===== config.mk =====
export PLATFORM = sky130hd
export DESIGN_NAME = beacon_tsf_timer
export DESIGN_NICKNAME = d
export VERILOG_FILES = /design/src/rtl/beacon_tsf_pkg.sv /design/src/rtl/bt_rst_sync.sv /design/src/rtl/bt_tsf_core.sv /design/src/rtl/bt_event_timer.sv /design/src/rtl/beacon_tsf_timer.sv
export SDC_FILE = /design/constraint.sdc
export NUM_CORES = 1
export LEC_CHECK = 0
export CAP_MARGIN = 20
export CORE_MARGIN = 2
export CORE_UTILIZATION = 40
export CTS_CLUSTER_DIAMETER = 80
export DETAILED_ROUTE_END_ITERATION = 7
export DONT_BUFFER_PORTS = 1
export GPL_TIMING_DRIVEN = 0
export SYNTH_ARGS = -nofsm -noshare
export SYNTH_HDL_FRONTEND = slang
export SYNTH_SLANG_ARGS = --single-unit

===== constraint.sdc =====
create_clock -name clk -period 6.45 [get_ports clk]
set_clock_uncertainty 0.1 [all_clocks]
set_input_delay 0.645 -clock clk [delete_from_list [all_inputs] [get_ports clk]]
set_output_delay 0.645 -clock clk [all_outputs]
set_load 0.1 [all_outputs]

===== src/rtl/beacon_tsf_pkg.sv =====
package beacon_tsf_pkg;
  localparam int TSF_W   = 64;
  localparam int PER_W   = 16;
  localparam int N_TMR   = 4;
  localparam int TU_SH   = 10;
  localparam int MAX_TW  = 25;
  localparam int REG_W   = 32;
  localparam int ADDR_W  = 3;

  localparam logic [ADDR_W-1:0] A_TMR0 = 3'd0;
  localparam logic [ADDR_W-1:0] A_TMR1 = 3'd1;
  localparam logic [ADDR_W-1:0] A_TMR2 = 3'd2;
  localparam logic [ADDR_W-1:0] A_TMR3 = 3'd3;
  localparam logic [ADDR_W-1:0] A_CTRL = 3'd4;
  localparam logic [ADDR_W-1:0] A_TSFL = 3'd5;
  localparam logic [ADDR_W-1:0] A_TSFH = 3'd6;

  localparam int CTRL_EN_BIT  = 16;
  localparam int CTRL_CLR_BIT = 17;

  function automatic int tmr_width(input int idx);
    case (idx)
      1:       return 19;
      2:       return 25;
      default: return 16;
    endcase
  endfunction

  function automatic int tmr_shift(input int idx);
    return (idx == 1 || idx == 2) ? 7 : TU_SH;
  endfunction
endpackage


===== src/rtl/bt_rst_sync.sv =====
module bt_rst_sync (
  input  logic clk,
  input  logic arst_n,
  output logic srst_n
);
  logic [1:0] stage;

  always_ff @(posedge clk or negedge arst_n) begin
    if (!arst_n) stage <= 2'b00;
    else         stage <= {stage[0], 1'b1};
  end

  assign srst_n = stage[1];
endmodule


===== src/rtl/bt_tsf_core.sv =====
module bt_tsf_core #(
  parameter int TSF_W = 64
) (
  input  logic             clk,
  input  logic             por_n,
  input  logic             blk_rst_n,
  input  logic             tick,
  input  logic             toggle,
  output logic [TSF_W-1:0] tsf,
  output logic [TSF_W-1:0] tsf_inc,
  output logic             clr_req
);
  logic [TSF_W-1:0] tsf_d;
  logic             req_d;
  logic             clr_now;

  assign tsf_inc = tsf + TSF_W'(1);

  always_comb begin
    req_d   = toggle ? ~clr_req : clr_req;
    clr_now = (toggle & ~clr_req) | (~blk_rst_n & clr_req);
    if (clr_now)   tsf_d = '0;
    else if (tick) tsf_d = tsf_inc;
    else           tsf_d = tsf;
  end

  always_ff @(posedge clk or negedge por_n) begin
    if (!por_n) begin
      tsf     <= '0;
      clr_req <= 1'b0;
    end else begin
      tsf     <= tsf_d;
      clr_req <= req_d;
    end
  end

  AST_TSF_STEP: assert property (@(posedge clk) disable iff (!por_n)
    (tick && !toggle && blk_rst_n) |=> (tsf == $past(tsf) + TSF_W'(1)));
  AST_TOGGLE_CLEAR: assert property (@(posedge clk) disable iff (!por_n)
    (toggle && !clr_req) |=> (tsf == '0 && clr_req));
endmodule


===== src/rtl/bt_event_timer.sv =====
module bt_event_timer #(
  parameter int W     = 16,
  parameter int SHIFT = 10,
  parameter int TSF_W = 64,
  parameter int PER_W = 16
) (
  input  logic             clk,
  input  logic             arst_n,
  input  logic             ld,
  input  logic [W-1:0]     ld_val,
  input  logic             tick,
  input  logic [TSF_W-1:0] tsf_inc,
  input  logic             en,
  input  logic [PER_W-1:0] period,
  output logic             fire,
  output logic [W-1:0]     target
);
  localparam int SCALE = 10 - SHIFT;

  logic         hit;
  logic [W-1:0] step;
  logic [W-1:0] target_d;

  always_comb begin
    step = W'(period) << SCALE;
    hit  = en & tick & (tsf_inc[SHIFT-1:0] == '0)
         & (tsf_inc[SHIFT+W-1:SHIFT] == target);
    if (ld)       target_d = ld_val;
    else if (hit) target_d = target + step;
    else          target_d = target;
  end

  always_ff @(posedge clk or negedge arst_n) begin
    if (!arst_n) begin
      target <= '0;
      fire   <= 1'b0;
    end else begin
      target <= target_d;
      fire   <= hit;
    end
  end

  AST_HOLD_DISABLED: assert property (@(posedge clk) disable iff (!arst_n)
    (!en && !ld) |=> $stable(target));
  AST_RELOAD_STEP: assert property (@(posedge clk) disable iff (!arst_n)
    (fire && !$past(ld)) |-> (target == W'($past(target) + $past(step))));
  AST_PULSE_SINGLE: assert property (@(posedge clk) disable iff (!arst_n)
    fire |=> !fire);
endmodule


===== src/rtl/beacon_tsf_timer.sv =====
module beacon_tsf_timer
  import beacon_tsf_pkg::*;
(
  input  logic              clk,
  input  logic              por_n,
  input  logic              rst_n,
  input  logic              tick_us,
  input  logic              wr_en,
  input  logic [ADDR_W-1:0] wr_addr,
  input  logic [REG_W-1:0]  wr_data,
  input  logic [ADDR_W-1:0] rd_addr,
  output logic [REG_W-1:0]  rd_data,
  output logic [TSF_W-1:0]  tsf,
  output logic              evt_tbtt,
  output logic              evt_dba,
  output logic              evt_swba,
  output logic              evt_atim
);
  logic              srst_por_n, srst_blk_n;
  logic [TSF_W-1:0]  tsf_inc;
  logic              clr_req;
  logic              ctrl_wr, toggle;
  logic [PER_W-1:0]  period, period_d;
  logic              run_en, run_en_d;
  logic [MAX_TW-1:0] ld_pad  [N_TMR];
  logic [MAX_TW-1:0] tgt_pad [N_TMR];
  logic [N_TMR-1:0]  ld_vec, fire_vec;
  logic [15:0]       atim_in;

  bt_rst_sync u_sync_por (.clk(clk), .arst_n(por_n),         .srst_n(srst_por_n));
  bt_rst_sync u_sync_blk (.clk(clk), .arst_n(por_n & rst_n), .srst_n(srst_blk_n));

  assign ctrl_wr = wr_en && (wr_addr == A_CTRL);
  assign toggle  = ctrl_wr && wr_data[CTRL_CLR_BIT];

  bt_tsf_core #(.TSF_W(TSF_W)) u_tsf (
    .clk(clk), .por_n(srst_por_n), .blk_rst_n(srst_blk_n), .tick(tick_us),
    .toggle(toggle), .tsf(tsf), .tsf_inc(tsf_inc), .clr_req(clr_req)
  );

  always_comb begin
    period_d = ctrl_wr ? wr_data[PER_W-1:0]   : period;
    run_en_d = ctrl_wr ? wr_data[CTRL_EN_BIT] : run_en;
  end

  always_ff @(posedge clk or negedge srst_blk_n) begin
    if (!srst_blk_n) begin
      period <= '0;
      run_en <= 1'b0;
    end else begin
      period <= period_d;
      run_en <= run_en_d;
    end
  end

  always_comb begin
    atim_in = wr_data[15:0];
    for (int i = 0; i < N_TMR; i++) begin
      ld_vec[i] = wr_en && (wr_addr == ADDR_W'(i));
      ld_pad[i] = MAX_TW'(wr_data[MAX_TW-1:0]);
    end
    ld_pad[3] = (atim_in == tgt_pad[0][15:0]) ? MAX_TW'(tgt_pad[0][15:0] + 16'd1)
                                              : MAX_TW'(atim_in);
  end

  for (genvar g = 0; g < N_TMR; g++) begin : g_tmr
    localparam int TW = tmr_width(g);
    localparam int TS = tmr_shift(g);
    logic [TW-1:0] tgt_w;
    bt_event_timer #(.W(TW), .SHIFT(TS), .TSF_W(TSF_W), .PER_W(PER_W)) u_tmr (
      .clk(clk), .arst_n(srst_blk_n), .ld(ld_vec[g]), .ld_val(ld_pad[g][TW-1:0]),
      .tick(tick_us), .tsf_inc(tsf_inc), .en(run_en), .period(period),
      .fire(fire_vec[g]), .target(tgt_w)
    );
    assign tgt_pad[g] = MAX_TW'(tgt_w);
  end

  assign evt_tbtt = fire_vec[0];
  assign evt_dba  = fire_vec[1];
  assign evt_swba = fire_vec[2];
  assign evt_atim = fire_vec[3];

  always_comb begin
    case (rd_addr)
      A_TMR0:  rd_data = REG_W'({tgt_pad[0][15:0], 10'b0});
      A_TMR1:  rd_data = REG_W'(tgt_pad[1]);
      A_TMR2:  rd_data = REG_W'(tgt_pad[2]);
      A_TMR3:  rd_data = REG_W'(tgt_pad[3]);
      A_CTRL:  rd_data = REG_W'({clr_req, run_en, period});
      A_TSFL:  rd_data = tsf[31:0];
      A_TSFH:  rd_data = tsf[63:32];
      default: rd_data = '0;
    endcase
  end

  AST_ATIM_GAP: assert property (@(posedge clk) disable iff (!srst_blk_n)
    (wr_en && wr_addr == A_TMR3) |=> ((tgt_pad[3] != tgt_pad[0]) || evt_tbtt));
endmodule


==> flow_summary_export.csv, run 1 <==
group,metric,value,unit
cts,cts_setup_buffers,0,
synthesis,synth.area.mux_share,0.0817,
layout,nNetsFinal,1918,
pwr,total_power,0.00485,W
pwr,power_frac_comb,0.430,
global_route,grt_antenna_before_repair,2,
layout,most_frequent_standard_cell_in_the_layout_excluding_fill_and_tap_cells,"nand2_1",
detailed_routing,wl_met3,6.37,mm
place,globalplace.congestion,1.06,
worst_setup_path,critPathTopFamily,"simple AND/OR/NAND/NOR gates",
floorplanning,io-pin-count,143,
detailed_routing,num_vias,14600,
sta,setup-violations-final,0,
sta,hold_viol,0,
cts,htree_levels,4,
synthesis,ys_types,80,
synthesis,post_synth_fa_ha_maj_area_fraction,0.0586,
pwr,swShare,0.435,
detailed_routing,wl_met2,27.0,mm
worst_setup_path,worst_ep_required_time,6.76,ns
detailed_routing,route.detailed.drc,0,
pwr,worst_ir_drop_vdd,0.194,mV
detailed_routing,route.detailed.vias_per_inst,6.36,
worst_setup_path,buffers_inverters_on_critical_path,2,
worst_setup_path,timing.critical_path.cells,"buf_2 -> nand4_2 -> or4_1 -> buf_2 -> nor3_2 -> xor3_1 -> a2111oi_0 -> nand4_1 -> or4_1 -> o31a_1 -> o21ai_2",
synthesis,synth_seq_cells,166,
floorplanning,die_h,196,µm
pwr,total_switching_power,0.00211,W
synthesis,synthFlopType,"dfrtp_1",
flow_run,maxCapViolations,0,
worst_setup_path,critPathCaptureType,"register",
worst_setup_path,timing.critical_path.slowest_stage_cell,"dfrtp_1",
pwr,internal-power,0.00274,W
sta,post-route-min-period,5.74,ns
synthesis,compound_gate_fraction_of_synth_area,0.156,
place,io_buffers,0,
sta,worst_slew_pin_slew,1.18,ns
detailed_routing,ant_nets,0,
global_route,grt_pass1_vias,13800,
detailed_routing,drt_first_iter_violations,1821,
synthesis,ys_warn_count,0,
synthesis,syn-instance-count,1759,
pwr,fraction_of_power_consumed_by_the_clock_network,0.247,
synthesis,main_combinational_cell_family_by_area_after_synthesis,"simple AND/OR/NAND/NOR gates",
floorplanning,floorplan.die_area,0.0386,mm²
synthesis,yosys.area_share.simple,0.229,
pwr,cell_leakage_power,6.92,nW
cts,clock_tree.root_cell,"clkbuf_16",
detailed_routing,detail_route.wirelength.met1,25.7,mm
sta,max_clock_freq,174,MHz
layout,seq_area,0.00416,mm²
cts,num_cts_buffers,17,
worst_setup_path,worstSetupPathType,"reg2reg",
synthesis,fraction_of_the_yosys_area_taken_by_sequential_cells,0.280,
place,detailedPlacementHpwl,48.6,mm
worst_setup_path,critical_path_at,6.05,ns
floorplanning,starting_utilization_of_the_core_area,0.406,
status,status,"complete, no violations",
worst_setup_path,launching_element_type_of_the_critical_path,"register",
cts,clock-sinks,166,
detailed_routing,detailedRoute.firstPassIterationCount,8,
cts,path_clk_slew,0.07,ns
detailed_routing,route.detailed.wl_per_inst,27.2,µm
synthesis,synthArstFlopShare,1.00,
synthesis,synth.avg_cell_area,8.42,µm²
global_route,grt_overflow,0,
synthesis,synth-xor-area-share,0.152,
cts,insertion_delay_of_the_later_clocked_pin_in_the_worst_skew_pair,0.48,ns
cts,cts_tree,"yes",
synthesis,syn_area,0.0148,mm²
sta,unrepaired_setup_endpoints_after_global_routing,"false",
layout,final.fill_count,3589,
global_route,grt_first_pass_wirelength,90.5,mm
floorplanning,die-width,196,µm
worst_setup_path,crit_fanout,9,
pwr,cell_pwr_density,289,mW/mm²
cts,clk_path_buf_depth,2,
floorplanning,num_rows,70,
global_route,grt_resource_usage_total,0.322,
worst_hold_path,min-delay-path-class,"in2reg",
sta,final_max_slew_viol_count,0,
global_route,grt_max_degree,66,
pwr,share_seq_of_total_power,0.323,
sta,period_share,0.891,
detailed_routing,highest_layer,"met5",
detailed_routing,totalWireLength,62.3,mm
layout,area_delta_synth_final,13.4,%
synthesis,synth-edff-count,0,
layout,final_layout_size_suffix_gt1_frac,0.100,
sta,worst_relative_slew_slack,0.214,
floorplanning,fp.coreArea,0.0365,mm²
layout,multi_input_area,0.0102,mm²
worst_setup_path,timing.critical_path.slowest_cell_delay,0.96,ns
sta,setup_tns,0,ns
layout,layout.cells.most_common_list,"174 x nand2_1, 170 x nor2_1, 164 x dfrtp_1",
registers in the layout, indices dropped and copies added (netlist names):
register,flops
g_tmr.u_tmr.fire,4
u_sync_por.stage,2
u_sync_blk.stage,2
period,16
run_en,1
u_tsf.clr_req,1
u_tsf.tsf,64
g_tmr.u_tmr.target,76
through the flow:
stage	hold WS [ns]	std cells	utilization	setup slack (ns)	area (µm²)
after floorplan	0.231	1760	-	1.82	14800
after global placement	0.233	2228	0.422	0.821	15400
after detailed placement	0.242	2255	0.441	0.907	16100
after CTS	0.147	2289	0.460	0.888	16800
after global routing	0.174	2289	0.460	0.721	16800
final	0.177	2290	0.460	0.706	16800
routing by layer:
layer / GRT usage / vias up
li1: - / 6436
met1: 0.434 / 7046
met2: 0.491 / 886
met3: 0.0683 / 185
met4: 0.160 / 2
met5: 0 / -
cells by family after synthesis:
family | count (synthesis)
flops | 166
fa+ha+maj | 67
compound gates | 356
xor+xnor | 226
other cells | 1
buf+inv | 152
simple gates | 680
mux | 111
synthesized netlist by cell type, drive strengths merged, types with 13 or more instances:
| master | number | share of area |
|---|---|---|
| nor2b | 34 | 0.014 |
| and3 | 30 | 0.013 |
| nor2 | 172 | 0.044 |
| and2 | 13 | 0.0057 |
| nor3 | 43 | 0.017 |
| xnor2 | 131 | 0.077 |
| o21a | 13 | 0.0066 |
| a22oi | 17 | 0.0086 |
| dfrtp | 166 | 0.28 |
| or4 | 14 | 0.0071 |
| or3 | 24 | 0.010 |
| xnor3 | 18 | 0.027 |
| nand4 | 51 | 0.022 |
| buf | 35 | 0.012 |
| clkbuf | 80 | 0.020 |
| nand2 | 174 | 0.044 |
| o21ai | 80 | 0.027 |
| nand3 | 58 | 0.020 |
| a21oi | 96 | 0.032 |
| a31oi | 26 | 0.011 |
| a21o | 15 | 0.0076 |
| mux2 | 39 | 0.030 |
| inv | 37 | 0.0094 |
| mux2i | 68 | 0.046 |
| ha | 63 | 0.053 |
| nor4 | 25 | 0.011 |
| xor2 | 75 | 0.044 |
| a211oi | 16 | 0.0081 |
power by group through the flow:
stage	combinational [W]	sequential, W	clock, W
final	0.00209	0.00157	0.00120
after global routing	0.00225	0.00157	0.00125
after CTS	0.00205	0.00155	0.00122
after detailed placement	0.00204	0.00157	0
after global placement	0.00186	0.00160	0
after floorplan	0.00154	0.00141	0
worst reg2reg max path, stage by stage, from the launching register on:
cell and delay (ns):
dfrtp_1 0.96, buf_2 0.41, nand4_2 0.28, or4_1 0.53, buf_2 0.19, nor3_2 0.66
xor3_1 0.36, a2111oi_0 0.54, nand4_1 0.44, or4_1 0.72, o31a_1 0.38, o21ai_2 0.10
final cells by class:
cell class	count	share of cell area
inverter	37	0.00827
sequential	166	0.248
clock inverter	14	0.0132
clock buffer	18	0.0261
timing repair buffer	29	0.0365
multi-input combinational	1442	0.605
tap	468	0.0349
buffer	115	0.0285
antenna	1	0.000149
repair_timing:
action / CTS / global route
hold buffers: 2 / 0
hold endpoints to repair: 4 / 0
gates resized for setup: 0 / 0
worst paths after layout:
path	from	end	slack, ns	cells after the start
max reg2reg	u_tsf.tsf[10]	g_tmr[1].u_tmr.target[17]	0.71	11
max	u_tsf.tsf[10]	g_tmr[1].u_tmr.target[17]	0.71	11
min in group asynchronous	por_n	u_sync_por.stage[1]	0.30	1
min reg2reg	u_sync_blk.stage[0]	u_sync_blk.stage[1]	0.26	0
max in group asynchronous	u_sync_blk.stage[1]	g_tmr[3].u_tmr.fire	5.22	1
min	wr_data[0]	g_tmr[2].u_tmr.target[0]	0.18	2
Power figures use the tool's default switching activity.
==> inputs of run 2 (changes only) <==
REMOVE_ABC_BUFFERS = 1   (was unset)
==> run 2 against run 1 <==
Effect of this change:
- maximum frequency decreased by 1.5%
- register-to-register slack got worse by 0.09 ns
- routed wire length decreased by 7.3%
- core utilization increased by 1.7 points
- largest cell class unchanged
- largest power group unchanged
==> flow_summary_export.csv, run 2 (synthesized netlist as in run 1, its figures left out) <==
group,metric,value,unit
sta,period_share,0.904,
global_route,grt_first_pass_wirelength,86.3,mm
cts,htree_levels,4,
layout,layout.cells.most_common_list,"174 x nand2_1, 168 x nor2_1, 162 x dfrtp_1",
flow_run,maxCapViolations,0,
sta,fin_worst_hold_slack,0.187,ns
layout,post-route-cell-area,0.0174,mm²
cts,path_clk_slew,0.07,ns
detailed_routing,ant_nets,0,
floorplanning,fp.coreArea,0.0365,mm²
worst_setup_path,timing.critical_path.slowest_cell_delay,0.97,ns
cts,num_cts_buffers,17,
floorplanning,io-pin-count,143,
cts,cts_tree,"yes",
layout,area_delta_synth_final,17.6,%
layout,largest_register_ffs,76,
floorplanning,starting_utilization_of_the_core_area,0.406,
pwr,cell_pwr_density,270,mW/mm²
global_route,grt_pass1_vias,13700,
worst_setup_path,timing.critical_path.slowest_stage_cell,"dfrtp_1",
place,globalplace.congestion,0.993,
place,detailedPlacementHpwl,44.0,mm
floorplanning,floorplan.die_area,0.0386,mm²
worst_setup_path,critPathCaptureType,"register",
worst_setup_path,timing.critical_path.cells,"buf_6 -> ha_1 -> nand4_1 -> or4_1 -> nor3_2 -> xnor2_1 -> xor2_1 -> o2111a_1 -> nand4_1 -> buf_8 -> or4_1 -> o211ai_1",
floorplanning,die_h,196,µm
layout,final_layout_size_suffix_gt1_frac,0.125,
floorplanning,die-width,196,µm
place,detailed_place.area,0.0167,mm²
detailed_routing,detailedRoute.firstPassIterationCount,6,
global_route,grt_overflow,0,
place,io_buffers,0,
status,status,"complete, no violations",
detailed_routing,route.detailed.vias_per_inst,6.27,
global_route,grt_antenna_before_repair,1,
detailed_routing,totalWireLength,57.7,mm
worst_setup_path,critical_path_at,6.10,ns
worst_setup_path,worst_ep_required_time,6.72,ns
layout,nNetsFinal,1857,
worst_hold_path,min-delay-path-class,"in2reg",
global_route,grt_resource_usage_total,0.300,
detailed_routing,drt_first_iter_violations,1296,
layout,most_frequent_standard_cell_in_the_layout_excluding_fill_and_tap_cells,"nand2_1",
worst_setup_path,worst-path-stages,12,
detailed_routing,num_vias,14000,
sta,max_clock_freq,171,MHz
detailed_routing,route.detailed.wl_per_inst,25.9,µm
sta,post-route-min-period,5.83,ns
sta,unrepaired_setup_endpoints_after_global_routing,"false",
detailed_routing,route.detailed.drc,0,
global_route,grt_max_degree,66,
layout,largest_register,"g_tmr.u_tmr.target",
cts,clock-sinks,166,
cts,clk_path_buf_depth,2,
sta,hold_viol,0,
layout,largest_registers,"g_tmr.u_tmr.target x76, u_tsf.tsf x64, period x16",
worst_setup_path,critPathTopFamily,"simple AND/OR/NAND/NOR gates",
sta,worst_slew_pin_slew,1.20,ns
worst_setup_path,buffers_inverters_on_critical_path,2,
cts,insertion_delay_of_the_later_clocked_pin_in_the_worst_skew_pair,0.46,ns
worst_setup_path,crit_fanout,12,
sta,worst_relative_slew_slack,0.200,
pwr,cell_leakage_power,7.17,nW
sta,final_max_slew_viol_count,0,
sta,setup-violations-final,0,
worst_setup_path,worstSetupPathType,"reg2reg",
worst_setup_path,launching_element_type_of_the_critical_path,"register",
cts,cts_setup_buffers,0,
worst_setup_path,r2r_cells,12,
cts,clock_tree.root_cell,"clkbuf_16",
worst_hold_path,hold_path_depth,2,
floorplanning,num_rows,70,
pwr,worst_ir_drop_vdd,0.210,mV
==> run 2: cell count changes in the layout (fill, tap and decap cells not counted), moves of 3 or more <==
cell       delta
bufinv_16     -3
buf_1        -12
clkbuf_1     -77
buf_16       +31
buf_4         -3
buf_8         +9
buf_6         +9
buf_2        -16
==> run 2: power by group <==
part / switching (W) / internal (W)
combinational: 0.00114 / 0.000927
sequential: 0.000416 / 0.00117
clock: 0.000469 / 0.000581
total: 0.00203 / 0.00267
==> run 2: path summary, 6_finish.rpt <==
check,startpoint,to,slack [ns]
setup / recovery,u_tsf.tsf[1],g_tmr[2].u_tmr.target[22],0.62
hold reg to reg,u_sync_blk.stage[0],u_sync_blk.stage[1],0.26
min in group asynchronous,u_sync_blk.stage[1],g_tmr[2].u_tmr.target[20],0.30
max in group asynchronous,u_sync_blk.stage[1],g_tmr[0].u_tmr.target[0],5.16
hold / removal,wr_data[2],g_tmr[2].u_tmr.target[2],0.19
setup reg to reg,u_tsf.tsf[1],g_tmr[2].u_tmr.target[22],0.62
==> run 2: per-layer routing <==
metal | up-vias | wire length [µm] | global-route usage | part of all wire
li1 | 6316 | - | - | -
met1 | 6926 | 24400 | 0.395 | 0.42
met2 | 601 | 26800 | 0.493 | 0.46
met3 | 140 | 4060 | 0.0428 | 0.070
met4 | 2 | 2430 | 0.127 | 0.042
met5 | - | 12 | 0 | 0.00021
==> run 2: area by class of cell <==
| type | instances | area [µm²] |
|---|---|---|
| sequential | 166 | 4160 |
| multi-input combinational | 1442 | 10200 |
| timing repair buffer | 83 | 1750 |
| inverter | 37 | 139 |
| tap | 468 | 586 |
| clock inverter | 11 | 126 |
| antenna | 1 | 2.50 |
| fill | 3468 | 19100 |
| clock buffer | 21 | 450 |
==> run 2: metrics by stage <==
step,utilization,setup WS [ns],TNS [ns],power (W),cells
floorplan,-,-0.360,-0.512,0.00291,1645
global placement,0.409,-4.92,-255.49,0.00336,2113
detailed placement,0.457,0.718,0,0.00361,2186
CTS,0.474,0.680,0,0.00468,2220
global route,0.477,0.518,0,0.00495,2228
finish,0.477,0.618,0,0.00470,2229
==> run 2: what timing repair did <==
item	CTS	global route
gates resized for setup	0	0
endpoints found under the hold margin	4	0
setup endpoints to repair	0	0
hold buffers	2	0
==> inputs of run 3 (changes only) <==
CORE_UTILIZATION = 65   (was 40)
CTS_CLUSTER_SIZE = 14   (was unset)
PLACE_DENSITY = 0.81   (was unset)
REMOVE_ABC_BUFFERS = unset   (was 1)
==> run 3 against run 2 <==
Effect of this change:
- die area down 38%
- setup slack improved by 0.46 ns
- sequential power hardly changed
- worst hold slack better by 0.0060 ns
- total power increased by 1.0%
- critical endpoint is now g_tmr[1].u_tmr.target[17]
- largest power group unchanged
==> flow_summary_export.csv, run 3 (synthesized netlist as in run 1, its figures left out) <==
group,metric,value,unit
global_route,grt_overflow,0,
floorplanning,io-pin-count,143,
layout,final_layout_size_suffix_gt1_frac,0.0956,
global_route,grt_max_degree,67,
detailed_routing,detailedRoute.firstPassIterationCount,7,
worst_setup_path,timing.critical_path.cells,"buf_2 -> nand4_2 -> or4_1 -> buf_2 -> nor3_2 -> xor3_1 -> a2111oi_0 -> nand4_1 -> or4_1 -> o31a_1 -> o21ai_2",
pwr,worst_ir_drop_vdd,0.198,mV
sta,final_max_slew_viol_count,0,
sta,period_share,0.833,
pwr,total_power,0.00475,W
detailed_routing,route.detailed.drc,0,
place,detailedPlacementHpwl,45.7,mm
place,detailed_place.area,0.0156,mm²
place,globalplace.congestion,1.07,
sta,hold_viol,0,
floorplanning,fp.coreArea,0.0225,mm²
worst_setup_path,worst_setup_path_startpoint,"u_tsf.tsf[9]",
pwr,cell_leakage_power,6.79,nW
layout,largest_register_ffs,76,
cts,htree_levels,4,
floorplanning,floorplan.die_area,0.0240,mm²
layout,largest_register,"g_tmr.u_tmr.target",
cts,cts_tree,"yes",
worst_setup_path,worst_ep_required_time,6.73,ns
layout,area_delta_synth_final,9.92,%
sta,unrepaired_setup_endpoints_after_global_routing,"false",
cts,insertion_delay_of_the_later_clocked_pin_in_the_worst_skew_pair,0.45,ns
global_route,grt_first_pass_wirelength,87.3,mm
detailed_routing,drt_first_iter_violations,2139,
flow_run,maxCapViolations,0,
sta,max_clock_freq,186,MHz
global_route,grt_resource_usage_total,0.489,
layout,postLayoutCoreUtil,0.724,
global_route,grt_pass1_vias,14400,
layout,final.fill_count,1700,
detailed_routing,num_vias,15200,
cts,clock_tree.root_cell,"clkbuf_16",
sta,post-route-min-period,5.37,ns
worst_setup_path,critPathCaptureType,"register",
cts,path_clk_slew,0.09,ns
floorplanning,die-width,155,µm
detailed_routing,route.detailed.wl_per_inst,28.4,µm
worst_setup_path,critical_path.reg2reg.startpoint,"u_tsf.tsf[9]",
floorplanning,starting_utilization_of_the_core_area,0.658,
worst_setup_path,setup.worst_path.end,"g_tmr[1].u_tmr.target[17]",
layout,layout.cells.most_common_list,"174 x nand2_1, 170 x nor2_1, 164 x dfrtp_1",
worst_setup_path,timing.critical_path.slowest_stage_cell,"dfrtp_1",
worst_setup_path,critical_path_at,5.65,ns
worst_setup_path,r2r_cells,11,
sta,setup-violations-final,0,
floorplanning,die_h,155,µm
sta,fin_worst_hold_slack,0.193,ns
detailed_routing,totalWireLength,59.5,mm
detailed_routing,ant_nets,0,
status,status,"complete, no violations",
sta,setup_tns,0,ns
worst_setup_path,worst-r2r-setup-slack,1.08,ns
layout,largest_registers,"g_tmr.u_tmr.target x76, u_tsf.tsf x64, period x16",
layout,post-route-cell-area,0.0163,mm²
cts,num_cts_buffers,17,
worst_setup_path,launching_element_type_of_the_critical_path,"register",
cts,clk_path_buf_depth,2,
floorplanning,num_rows,55,
detailed_routing,route.detailed.vias_per_inst,7.26,
worst_setup_path,crit_fanout,9,
worst_setup_path,r2r-end,"g_tmr[1].u_tmr.target[17]",
layout,nNetsFinal,1907,
worst_hold_path,min-delay-path-class,"reg2async",
layout,most_frequent_standard_cell_in_the_layout_excluding_fill_and_tap_cells,"nand2_1",
sta,worst_relative_slew_slack,0.204,
worst_setup_path,timing.critical_path.slowest_cell_delay,0.94,ns
sta,worst_slew_pin_slew,1.19,ns
place,io_buffers,0,
pwr,cell_pwr_density,292,mW/mm²
cts,clock-sinks,166,
worst_setup_path,worstSetupPathType,"reg2reg",
global_route,grt_antenna_before_repair,0,
[run 3: timing repair]
action                                 CTS  global route
buffers inserted                         0             0
gates resized for setup                  0             0
endpoints found under the hold margin    4             0
setup endpoints to repair                0             0
hold buffers                             2             0
[run 3: per-stage QoR]
stage	cells	setup slack [ns]
after floorplan	1760	1.82
after global placement	2045	1.21
after detailed placement	2059	1.22
after CTS	2093	1.22
after global routing	2095	0.979
final	2096	1.08
[run 3: power breakdown]
part	total (W)	internal, W	switching [W]
combinational	0.00210	0.000856	0.00124
clock	0.00109	0.000527	0.000564
sequential	0.00156	0.00117	0.000394
[run 3: layout make-up]
class | count | area (µm²) | area share
Multi-Input combinational cell | 1442 | 10200 | 0.624
Sequential cell | 166 | 4160 | 0.255
Buffer | 115 | 478 | 0.0293
Clock buffer | 17 | 425 | 0.0261
Timing Repair Buffer | 18 | 389 | 0.0239
Tap cell | 285 | 357 | 0.0219
Clock inverter | 15 | 180 | 0.0111
Inverter | 37 | 139 | 0.00853
Antenna cell | 1 | 2.50 | 0.000154
[run 3: per-layer routing]
layer | track usage | share of wire | up-vias
met4 | 0.335 | 0.083 | 0
met2 | 0.753 | 0.43 | 1271
met5 | 0 | 0 | -
li1 | - | - | 6412
met1 | 0.610 | 0.35 | 7212
met3 | 0.118 | 0.13 | 332
[run 3: worst min path at each step]
stage,cells after the start,slack (ns),end,startpoint
after detailed placement,0,0.20,period[13],u_sync_blk.stage[1]
after global placement,0,0.23,u_sync_por.stage[1],u_sync_por.stage[0]
after floorplan,0,0.23,u_sync_blk.stage[1],u_sync_blk.stage[0]
after global routing,2,0.21,g_tmr[2].u_tmr.target[1],wr_data[1]
after CTS,2,0.20,g_tmr[2].u_tmr.target[1],wr_data[1]
final,0,0.19,period[13],u_sync_blk.stage[1]
[run 3: critical path, delay by kind of cell, from the launching register on]
family / cells / cell delay, ns
AO/OA/AOI/OAI: 3 / 0.93
XOR/XNOR: 1 / 0.35
buffers and inverters: 2 / 0.62
flip-flops: 1 / 0.94
AND/OR/NAND/NOR: 5 / 2.35
